### config.mk
export PLATFORM = sky130hd
export DESIGN_NAME = dma_addr_regfile
export DESIGN_NICKNAME = d
export VERILOG_FILES = /design/src/rtl/dmarf_pkg.sv /design/src/rtl/dmarf_decode.sv /design/src/rtl/dmarf_byteptr.sv /design/src/rtl/dmarf_chan.sv /design/src/rtl/dmarf_readmux.sv /design/src/rtl/dma_addr_regfile.sv
export SDC_FILE = /design/constraint.sdc
export NUM_CORES = 1
export LEC_CHECK = 0
export BUFFER_PORTS_ARGS = -buffer_cell sky130_fd_sc_hd__buf_2
export CORE_MARGIN = 2
export CORE_UTILIZATION = 30
export CTS_CLUSTER_SIZE = 24
export DETAILED_ROUTE_END_ITERATION = 8
export HOLD_SLACK_MARGIN = 0.08
export PLACE_DENSITY = 0.45
export SETUP_SLACK_MARGIN = 0.1
export SLEW_MARGIN = 20
export SYNTH_ARGS = -nofsm -noshare
export SYNTH_HDL_FRONTEND = slang
export SYNTH_SLANG_ARGS = --single-unit
### constraint.sdc
create_clock -name clk -period 6.2 [get_ports clk]
set_input_delay 1.24 -clock clk [delete_from_list [all_inputs] [get_ports clk]]
set_output_delay 1.24 -clock clk [all_outputs]
set_load 0.005 [all_outputs]
### src/rtl/dmarf_pkg.sv
package dmarf_pkg;
  localparam int BASE_W = 16;
  localparam int VAL_W  = BASE_W + 1;
  localparam int IDX_W  = 4;
  localparam int PORT_W = IDX_W + 1;

  typedef enum logic {
    SEL_ADDR = 1'b0,
    SEL_CNT  = 1'b1
  } reg_sel_e;

  typedef struct packed {
    logic       hit;
    logic [2:0] chan;
    reg_sel_e   sel;
  } port_dec_t;
endpackage

### src/rtl/dmarf_decode.sv
module dmarf_decode
  import dmarf_pkg::*;
#(
  parameter int NCH = 4
) (
  input  logic              wide,
  input  logic [PORT_W-1:0] port_addr,
  output port_dec_t         dec
);
  logic [IDX_W-1:0] idx;

  always_comb begin
    idx      = wide ? port_addr[PORT_W-1:1] : port_addr[IDX_W-1:0];
    dec.chan = idx[3:1];
    dec.sel  = reg_sel_e'(idx[0]);
    dec.hit  = ({29'd0, idx[3:1]} < NCH);
  end
endmodule

### src/rtl/dmarf_byteptr.sv
module dmarf_byteptr (
  input  logic clk,
  input  logic rst,
  input  logic clr,
  input  logic step,
  output logic ptr
);
  always_ff @(posedge clk) begin
    if (rst || clr) ptr <= 1'b0;
    else if (step)  ptr <= ~ptr;
  end
endmodule

### src/rtl/dmarf_chan.sv
module dmarf_chan
  import dmarf_pkg::*;
(
  input  logic             clk,
  input  logic             rst,
  input  logic             wide,
  input  logic             wr_en,
  input  reg_sel_e         wr_sel,
  input  logic             wr_hi,
  input  logic [7:0]       wr_data,
  input  logic             dir_we,
  input  logic             dir_in,
  input  logic             adv,
  output logic [VAL_W-1:0] addr_val,
  output logic [VAL_W-1:0] cnt_val,
  output logic             done
);
  logic [BASE_W-1:0] base_a, base_c, base_a_d, base_c_d;
  logic [VAL_W-1:0]  cur_a, prog, cur_d, prog_d, len_q, len_d;
  logic              dir_q, reinit;

  always_comb begin
    base_a_d = base_a;
    base_c_d = base_c;
    if (wr_en) begin
      if (wr_sel == SEL_ADDR) begin
        if (wr_hi) base_a_d[15:8] = wr_data;
        else       base_a_d[7:0]  = wr_data;
      end else begin
        if (wr_hi) base_c_d[15:8] = wr_data;
        else       base_c_d[7:0]  = wr_data;
      end
    end
    reinit = wr_en && wr_hi;
    len_q  = {1'b0, base_c} + 1'b1;
    len_d  = {1'b0, base_c_d} + 1'b1;
    if (reinit)                 prog_d = '0;
    else if (adv && prog < len_q) prog_d = prog + 1'b1;
    else                        prog_d = prog;
    if (reinit) cur_d = wide ? {base_a_d, 1'b0} : {1'b0, base_a_d};
    else        cur_d = cur_a;
  end

  always_ff @(posedge clk) begin
    if (rst) begin
      base_a <= '0;
      base_c <= '0;
      cur_a  <= '0;
      prog   <= '0;
      dir_q  <= 1'b0;
      done   <= 1'b0;
    end else begin
      base_a <= base_a_d;
      base_c <= base_c_d;
      cur_a  <= cur_d;
      prog   <= prog_d;
      done   <= (prog_d >= len_d);
      if (dir_we) dir_q <= dir_in;
    end
  end

  always_comb begin
    addr_val = dir_q ? (cur_a - prog) : (cur_a + prog);
    cnt_val  = (wide ? {base_c, 1'b0} : {1'b0, base_c}) - prog;
  end
endmodule

### src/rtl/dmarf_readmux.sv
module dmarf_readmux
  import dmarf_pkg::*;
#(
  parameter int NCH = 4
) (
  input  logic                      clk,
  input  logic                      rst,
  input  logic                      rd_stb,
  input  logic                      wide,
  input  logic                      ptr,
  input  port_dec_t                 dec,
  input  logic [NCH-1:0][VAL_W-1:0] addr_v,
  input  logic [NCH-1:0][VAL_W-1:0] cnt_v,
  output logic [7:0]                rd_data
);
  localparam int CH_W = (NCH > 1) ? $clog2(NCH) : 1;

  logic [VAL_W-1:0] val;
  logic [7:0]       byte_sel;
  logic [CH_W-1:0]  ch;

  always_comb begin
    ch  = dec.chan[CH_W-1:0];
    val = (dec.sel == SEL_CNT) ? cnt_v[ch] : addr_v[ch];
    case ({wide, ptr})
      2'b00:   byte_sel = val[7:0];
      2'b01:   byte_sel = val[15:8];
      2'b10:   byte_sel = val[8:1];
      default: byte_sel = val[16:9];
    endcase
  end

  always_ff @(posedge clk) begin
    if (rst)         rd_data <= 8'h00;
    else if (rd_stb) rd_data <= byte_sel;
  end
endmodule

### src/rtl/dma_addr_regfile.sv
module dma_addr_regfile
  import dmarf_pkg::*;
#(
  parameter int NCH  = 4,
  parameter int CH_W = 2
) (
  input  logic              clk,
  input  logic              rst,
  input  logic              wide_mode,
  input  logic              acc_en,
  input  logic              acc_wr,
  input  logic [PORT_W-1:0] port_addr,
  input  logic [7:0]        wr_data,
  input  logic              mode_we,
  input  logic [CH_W-1:0]   mode_chan,
  input  logic              mode_down,
  input  logic              ptr_clear,
  input  logic              master_clear,
  input  logic [NCH-1:0]    adv,
  output logic [7:0]        rd_data,
  output logic [NCH-1:0]    ch_done
);
  port_dec_t                 dec;
  logic                      accept, byte_ptr;
  logic [NCH-1:0][VAL_W-1:0] addr_v, cnt_v;

  dmarf_decode #(.NCH(NCH)) u_dec (
    .wide(wide_mode), .port_addr(port_addr), .dec(dec)
  );

  assign accept = acc_en && dec.hit;

  dmarf_byteptr u_ptr (
    .clk(clk), .rst(rst), .clr(ptr_clear || master_clear),
    .step(accept), .ptr(byte_ptr)
  );

  for (genvar k = 0; k < NCH; k++) begin : g_ch
    logic sel_k;
    assign sel_k = accept && acc_wr && ({29'd0, dec.chan} == k);
    dmarf_chan u_chan (
      .clk(clk), .rst(rst), .wide(wide_mode),
      .wr_en(sel_k), .wr_sel(dec.sel), .wr_hi(byte_ptr), .wr_data(wr_data),
      .dir_we(mode_we && ({{(32-CH_W){1'b0}}, mode_chan} == k)),
      .dir_in(mode_down), .adv(adv[k]),
      .addr_val(addr_v[k]), .cnt_val(cnt_v[k]), .done(ch_done[k])
    );
  end

  dmarf_readmux #(.NCH(NCH)) u_rd (
    .clk(clk), .rst(rst), .rd_stb(accept && !acc_wr), .wide(wide_mode),
    .ptr(byte_ptr), .dec(dec), .addr_v(addr_v), .cnt_v(cnt_v),
    .rd_data(rd_data)
  );
endmodule

Yosys cells after proc, flatten, opt, wreduce, memory -nomap -nowiden
Index checks and enable logic that the tools add are counted.
- flip-flop bits (word level): 281
- input bits: 28
- output and inout port bits: 12
- word-level logic and storage cells: 153
- $add $sub $neg: 24
- magnitude comparators: 10
- equality and inequality tests: 8
- multiplexer cells: 59
- bitwise gates (word level): 1
- reductions and logical operators: 25
- operators with widths (cell ; count):
    2-to-1 mux 17 bit ; 23
    2-to-1 mux 16 bit ; 16
    adder 16 x 1 -> 17 bit, second input constant ; 8
    subtractor 17 bit ; 8
    2-to-1 mux 8 bit ; 16
    adder 17 x 1 -> 17 bit, second input constant ; 4
    adder 17 bit ; 4
    binary-select mux 17 bit (select 2 bit) ; 2
    greater-or-equal comparator 17 bit ; 4
    less-than comparator 17 bit ; 4
    case mux 8 bit (3 select lines) ; 1
    logical AND 1 bit ; 19
    equality test 2 bit, second input constant ; 3
    equality test 3 x 2 -> 1 bit, second input constant ; 2
    equality test 2 x 1 -> 1 bit, second input constant ; 2
    zero test 2 bit ; 2
    2-to-1 mux 4 bit ; 1
    equality test 3 x 1 -> 1 bit, second input constant ; 1
    zero test 3 bit ; 1
    less-than comparator 2 x 3 -> 1 bit, second input constant ; 1
    less-than comparator 3 bit, second input constant ; 1
    logical OR 1 bit ; 2
    zero test 1 bit ; 1
    inverter 1 bit ; 1

Logic depth before layout (Yosys ltp)
- word-level depth: 8
- depth in mapped cells: 28
- depth with buffers taken out: 27

Hierarchy
Synthesis repeated with hierarchy kept, for this count alone.
- cells, all modules: 3566
- area total of the unflattened synthesis: 27800.4 µm²
- by module, submodules not included (module ; instances ; cells each ; area each (µm²) ; seq. area each (µm²)):
    dmarf_chan at g_ch[0].u_chan ... ; 3 ; 861 ; 6605.1 ; 1361.3
    dmarf_chan at g_ch[3].u_chan ; 1 ; 772 ; 6170.9 ; 1361.3
    dmarf_readmux ; 1 ; 189 ; 1610.3 ; 160.2
    dma_addr_regfile ; 1 ; 14 ; 110.1 ; 0.0
    dmarf_decode ; 1 ; 5 ; 55.1 ; 0.0
    dmarf_byteptr ; 1 ; 3 ; 38.8 ; 20.0

Worst setup path after synthesis
Ideal clock, no wire load.
- path type: register to register
- start point: register g_ch[3].u_chan.base_c[4]
- end point: register g_ch[3].u_chan.done
- setup time: 0.134 ns
- arrival: 5.081 ns
- data required time: 6.066 ns
- setup slack: 0.985 ns
- cell stages (with the launch flop): 29
- buffers on the path: 2
- period minus slack after synthesis: 5.215 ns
- cells stage by stage: dfxtp_1 clkbuf_1 and3_1 nand3_1 or2_2 nor2_1 nand3_1 xor2_1 ha_1 a21oi_1 nor2b_1 o21ai_0 nor4bb_1 nor3b_1 a21o_1 clkbuf_1 xnor2_1 nand2_1 ha_1 nand2b_1 a21o_1 a21o_1 a21o_1 a21o_1 a21o_1 a211oi_1 o311ai_0 o31ai_1 a211oi_1
- word-level cells in the longest chain between the ends: 6
- elaborated cells on any way between the ends: 10
- those cells by class: 2 x add/sub; 2 x order compare; 5 x mux; 1 x reduce/logical
- RTL lines (element ; RTL line ; RTL):
    start, declared ; dmarf_chan.sv:18 ; logic [BASE_W-1:0] base_a, base_c, base_a_d, base_c_d;
    start signal, assigned ; dmarf_chan.sv:54 ; base_c <= base_c_d;
    adder 16 x 1 -> 17 bit ; dmarf_chan.sv:35 ; len_q = {1'b0, base_c} + 1'b1;
    less-than comparator 17 bit ; dmarf_chan.sv:38 ; else if (adv && prog < len_q) prog_d = prog + 1'b1;
    logical AND 1 bit ; dmarf_chan.sv:38 ;
    2-to-1 mux 17 bit ; dmarf_chan.sv:38 ;
    2-to-1 mux 17 bit ; dmarf_chan.sv:37 ; if (reinit) prog_d = '0;
    greater-or-equal comparator 17 bit (*) ; dmarf_chan.sv:57 ; done <= (prog_d >= len_d);
    end signal, assigned ; dmarf_chan.sv:57 ;
    end, declared ; dmarf_chan.sv:16 ; output logic done
Mark *: on every way between the ends. The rest lies on a longest branch, timed or not.
A chain may end at the register's enable or synchronous reset.

Worst setup path after layout
Ends and elaborated chain as after synthesis.

==> summary.txt <==
Logic synthesis
  • Syn Inst Count: between 3,000 and 4,000
  • Post-synthesis cell type count: 98
  • Async set-reset flop share out of synthesis: 0%
  • Post-synth EDFFs: 0
  • Syn nets: 3,685
  • Register area share after synthesis: between 20% and 30%
  • Area leader, netlist: dfxtp_1
  • Synthesized area: roughly 26,000 sq um
  • Avg Inst Size Synth: about 7.8 sq um
  • Number of synthesized register bits: 281
  • Yosys Warn Count: 0
  • Top post-synthesis cells by area: dfxtp_1 21%, ha_1 13%, xnor2_1 7.7%
  • Top FF cell, synth: dfxtp_1
  • Synth top area share: 21.3%

Clocking
  • Clock Pin Slew Worst Setup and Hold Paths: around 0.060 ns
  • H-Tree Depth: 2
  • Cts hold-fix bufs: 0
  • Post_cts resized: 0
  • Clock root buffer: clkbuf_16
  • Clock buffer depth: 3
  • CTS Buf Count: 42
  • Clk Latency, worst-skew pair: slightly below 0.6 ns
  • Setup Fix Bufs, Post-CTS: 0
  • CTS tree: done
  • # clock sinks: between 200 and 300

Setup path
  • CP Capture Type: flip-flop
  • FF-to-FF path depth: 26
  • WP data required: ~6.6 ns
  • Critical Path Source Type: flip-flop
  • Crit path kind: flip-flop to flip-flop
  • CP arrival: about 6 ns
  • Worst-path fanout max: 8
  • Flop2flop setup slack: roughly 0.58 ns

Finish
  • Core Util, Final: 33.8%
  • Post-Layout Cell Count: roughly 4,500
  • Layout cell share with drive strength beyond 1: a little under a tenth
  • # fillers: roughly 9,400
  • # nets final: 3,655
  • Area growth from synthesis to layout: 11.4%

Power and ir drop
  • Pleak: about 11 nW
  • Sw power: about 3.5 mW
  • Comb power frac: a little under half
  • Worst IR drop on VDD: approximately 0.23 mV
  • Clock Power Share: 31.8%
  • Internal Power: between 5 and 6 mW
  • Sequential share of power: 22.3%
  • Sw frac: between 40% and 50%
  • Power density over the cells: about 290 nW/um^2

Route
  • DRT Pass-1 Iters: 7
  • Detailed Route WL: 104,000 um
  • Initial DRC Count: approximately 2,200
  • Post-route antenna net violation count: 0
  • DR DRC count: 0
  • Wire length per cell: about 23 um
  • Via count: roughly 25,000
  • DR vias/cell: approximately 5.5

Timing
  • Fmax: 178 MHz
  • Slew Limit Fails: 0
  • Worst slew margin: approximately 28%
  • Tcrit/Tclk final: between 90% and 100%
  • RSZ-0062 raised after global routing: false
  • Worst-Margin Slew: 1.08 ns
  • Setup TNS: 0 ns
  • Fin. Hold Viols: 0
  • Final setup viols: 0
  • Final Skew: between 0.03 and 0.04 ns
  • Fin crit period: 5.62 ns

GRT
  • Initial antenna violation count: 6
  • GR Overflow Total: 0
  • Vias in the first global route: about 24,000
  • Largest net degree at the start of global routing: about 110
  • GRT Overall Usage: ~23%
  • Global-route wire length before repair: ~160,000 um

Floorplanning
  • # rows: between 100 and 150
  • Die width: roughly 300 um
  • Initial Util: between 30% and 40%
  • Die area: ~90,000 sq um
  • Chip height: 301 um
  • IO Count: 40
  • Core area: a little under 90,000 sq um

Placement
  • Dpl cells: 4,454
  • Placer congestion estimate: between 0.9 and 1
  • Final HPWL DP: just over 80,000 um
  • Number of port buffers: 39

Worst hold path
  • Hold Path Cell Cnt: 2
  • Class of the worst hold path: flip-flop to flip-flop

Run
  • Max Cap Viol: 0

Outcome
  • Outcome: finished clean
placed cells by master, fill, tap and decap left out, drive strengths merged, types with 62 or more instances in the layout:
| cell | instances |
|---|---|
| xor2 | 109 |
| a21oi | 183 |
| inv | 133 |
| nor2 | 474 |
| o21a | 62 |
| buf | 107 |
| xnor2 | 232 |
| nand3 | 115 |
| mux2 | 75 |
| mux2i | 155 |
| nand2 | 231 |
| ha | 276 |
| o21ai | 146 |
| dfxtp | 281 |
| nor3 | 94 |
final timing paths:
path | from | end
setup / recovery | g_ch[3].u_chan.base_c[4]$_SDFF_PP0_ | g_ch[3].u_chan.done$_SDFF_PP0_
hold reg to reg | g_ch[2].u_chan.cur_a[0]$_SDFFE_PP0P_ | g_ch[2].u_chan.cur_a[0]$_SDFFE_PP0P_
setup reg to reg | g_ch[3].u_chan.base_c[4]$_SDFF_PP0_ | g_ch[3].u_chan.done$_SDFF_PP0_
hold / removal | g_ch[2].u_chan.cur_a[0]$_SDFFE_PP0P_ | g_ch[2].u_chan.cur_a[0]$_SDFFE_PP0P_
worst max-delay path: stages, from the launching register on:
cell and delay, ns:
dfxtp_1 0.50, and3_1 0.21, nand3_1 0.18, or2_2 0.37, nor2_1 0.17, nand3_1 0.11
xor2_1 0.17, ha_1 0.19, a21oi_1 0.15, nor2b_1 0.06, o21ai_0 0.15, nor4bb_1 0.33
nor3b_1 0.29, a21o_1 0.25, xnor2_1 0.18, nand2_1 0.09, ha_1 0.28, nand2b_1 0.15
a21o_1 0.17, a21o_1 0.17, a21o_1 0.17, a21o_1 0.20, a21o_1 0.19, a211oi_1 0.25
o311ai_0 0.18, o31ai_1 0.22, a211oi_1 0.10
layout make-up:
type	instances	area [sq um]	share of cell area [%]
inverters	128	480	1.63
clock buffers	56	1200	4.10
repair buffers	107	727	2.47
clock inverters	20	339	1.15
flip-flops and latches	281	5630	19.1
diodes	3	7.51	0.0255
well taps	1155	1450	4.92
multi-input cells	2783	19600	66.6
Yosys cell counts (all sizes together), types with 62 or more instances:
master / n
nor2: 474
o21ai: 146
dfxtp: 281
mux2i: 155
nor3: 94
mux2: 75
nand2: 231
xor2: 109
nand3: 115
clkbuf: 137
ha: 276
xnor2: 232
inv: 128
a21oi: 183
o21a: 62
routing by layer:
metal | up-vias | track usage, % | share of wire (%)
met2 | 739 | 36.2 | 44
met5 | - | 0 | 0
met3 | 142 | 3.00 | 5.7
li1 | 12100 | - | -
met1 | 11800 | 31.9 | 47
met4 | 0 | 6.31 | 2.8
registers in the layout (all words and copies together) (netlist names):
register,count
u_rd.rd_data,8
u_ptr.ptr,1
g_ch.u_chan.prog,68
g_ch.u_chan.cur_a,68
g_ch.u_chan.base_a,64
g_ch.u_chan.dir_q,4
g_ch.u_chan.base_c,64
g_ch.u_chan.done,4
through the flow:
step | instance area, sq um | hold WS [ns] | power (mW) | setup slack [ns]
floorplan | 26400 | 0.439 | 4.59 | 0.985
global placement | 27800 | 0.482 | 5.82 | 0.774
detailed placement | 27800 | 0.484 | 5.80 | 0.689
CTS | 29400 | 0.494 | 8.58 | 0.641
global route | 29400 | 0.507 | 9.04 | 0.143
finish | 29400 | 0.492 | 8.58 | 0.578
logic make-up after synthesis:
logic type | Yosys count | share of synthesized area [%]
compound gates | 735 | 18.2
xor+xnor | 341 | 11.3
fa+ha+maj | 284 | 13.7
buf+inv | 309 | 4.63
flops | 281 | 21.3
mux | 232 | 9.34
simple gates | 1191 | 21.6
power groups by stage:
stage,registers (mW),clock network (mW),logic [mW]
floorplan,1.91,0,2.68
global placement,1.95,0,3.87
detailed placement,1.95,0,3.85
CTS,1.91,2.80,3.88
global route,1.92,2.86,4.26
finish,1.91,2.73,3.94
No activity file was read; power rests on OpenSTA's default activity.
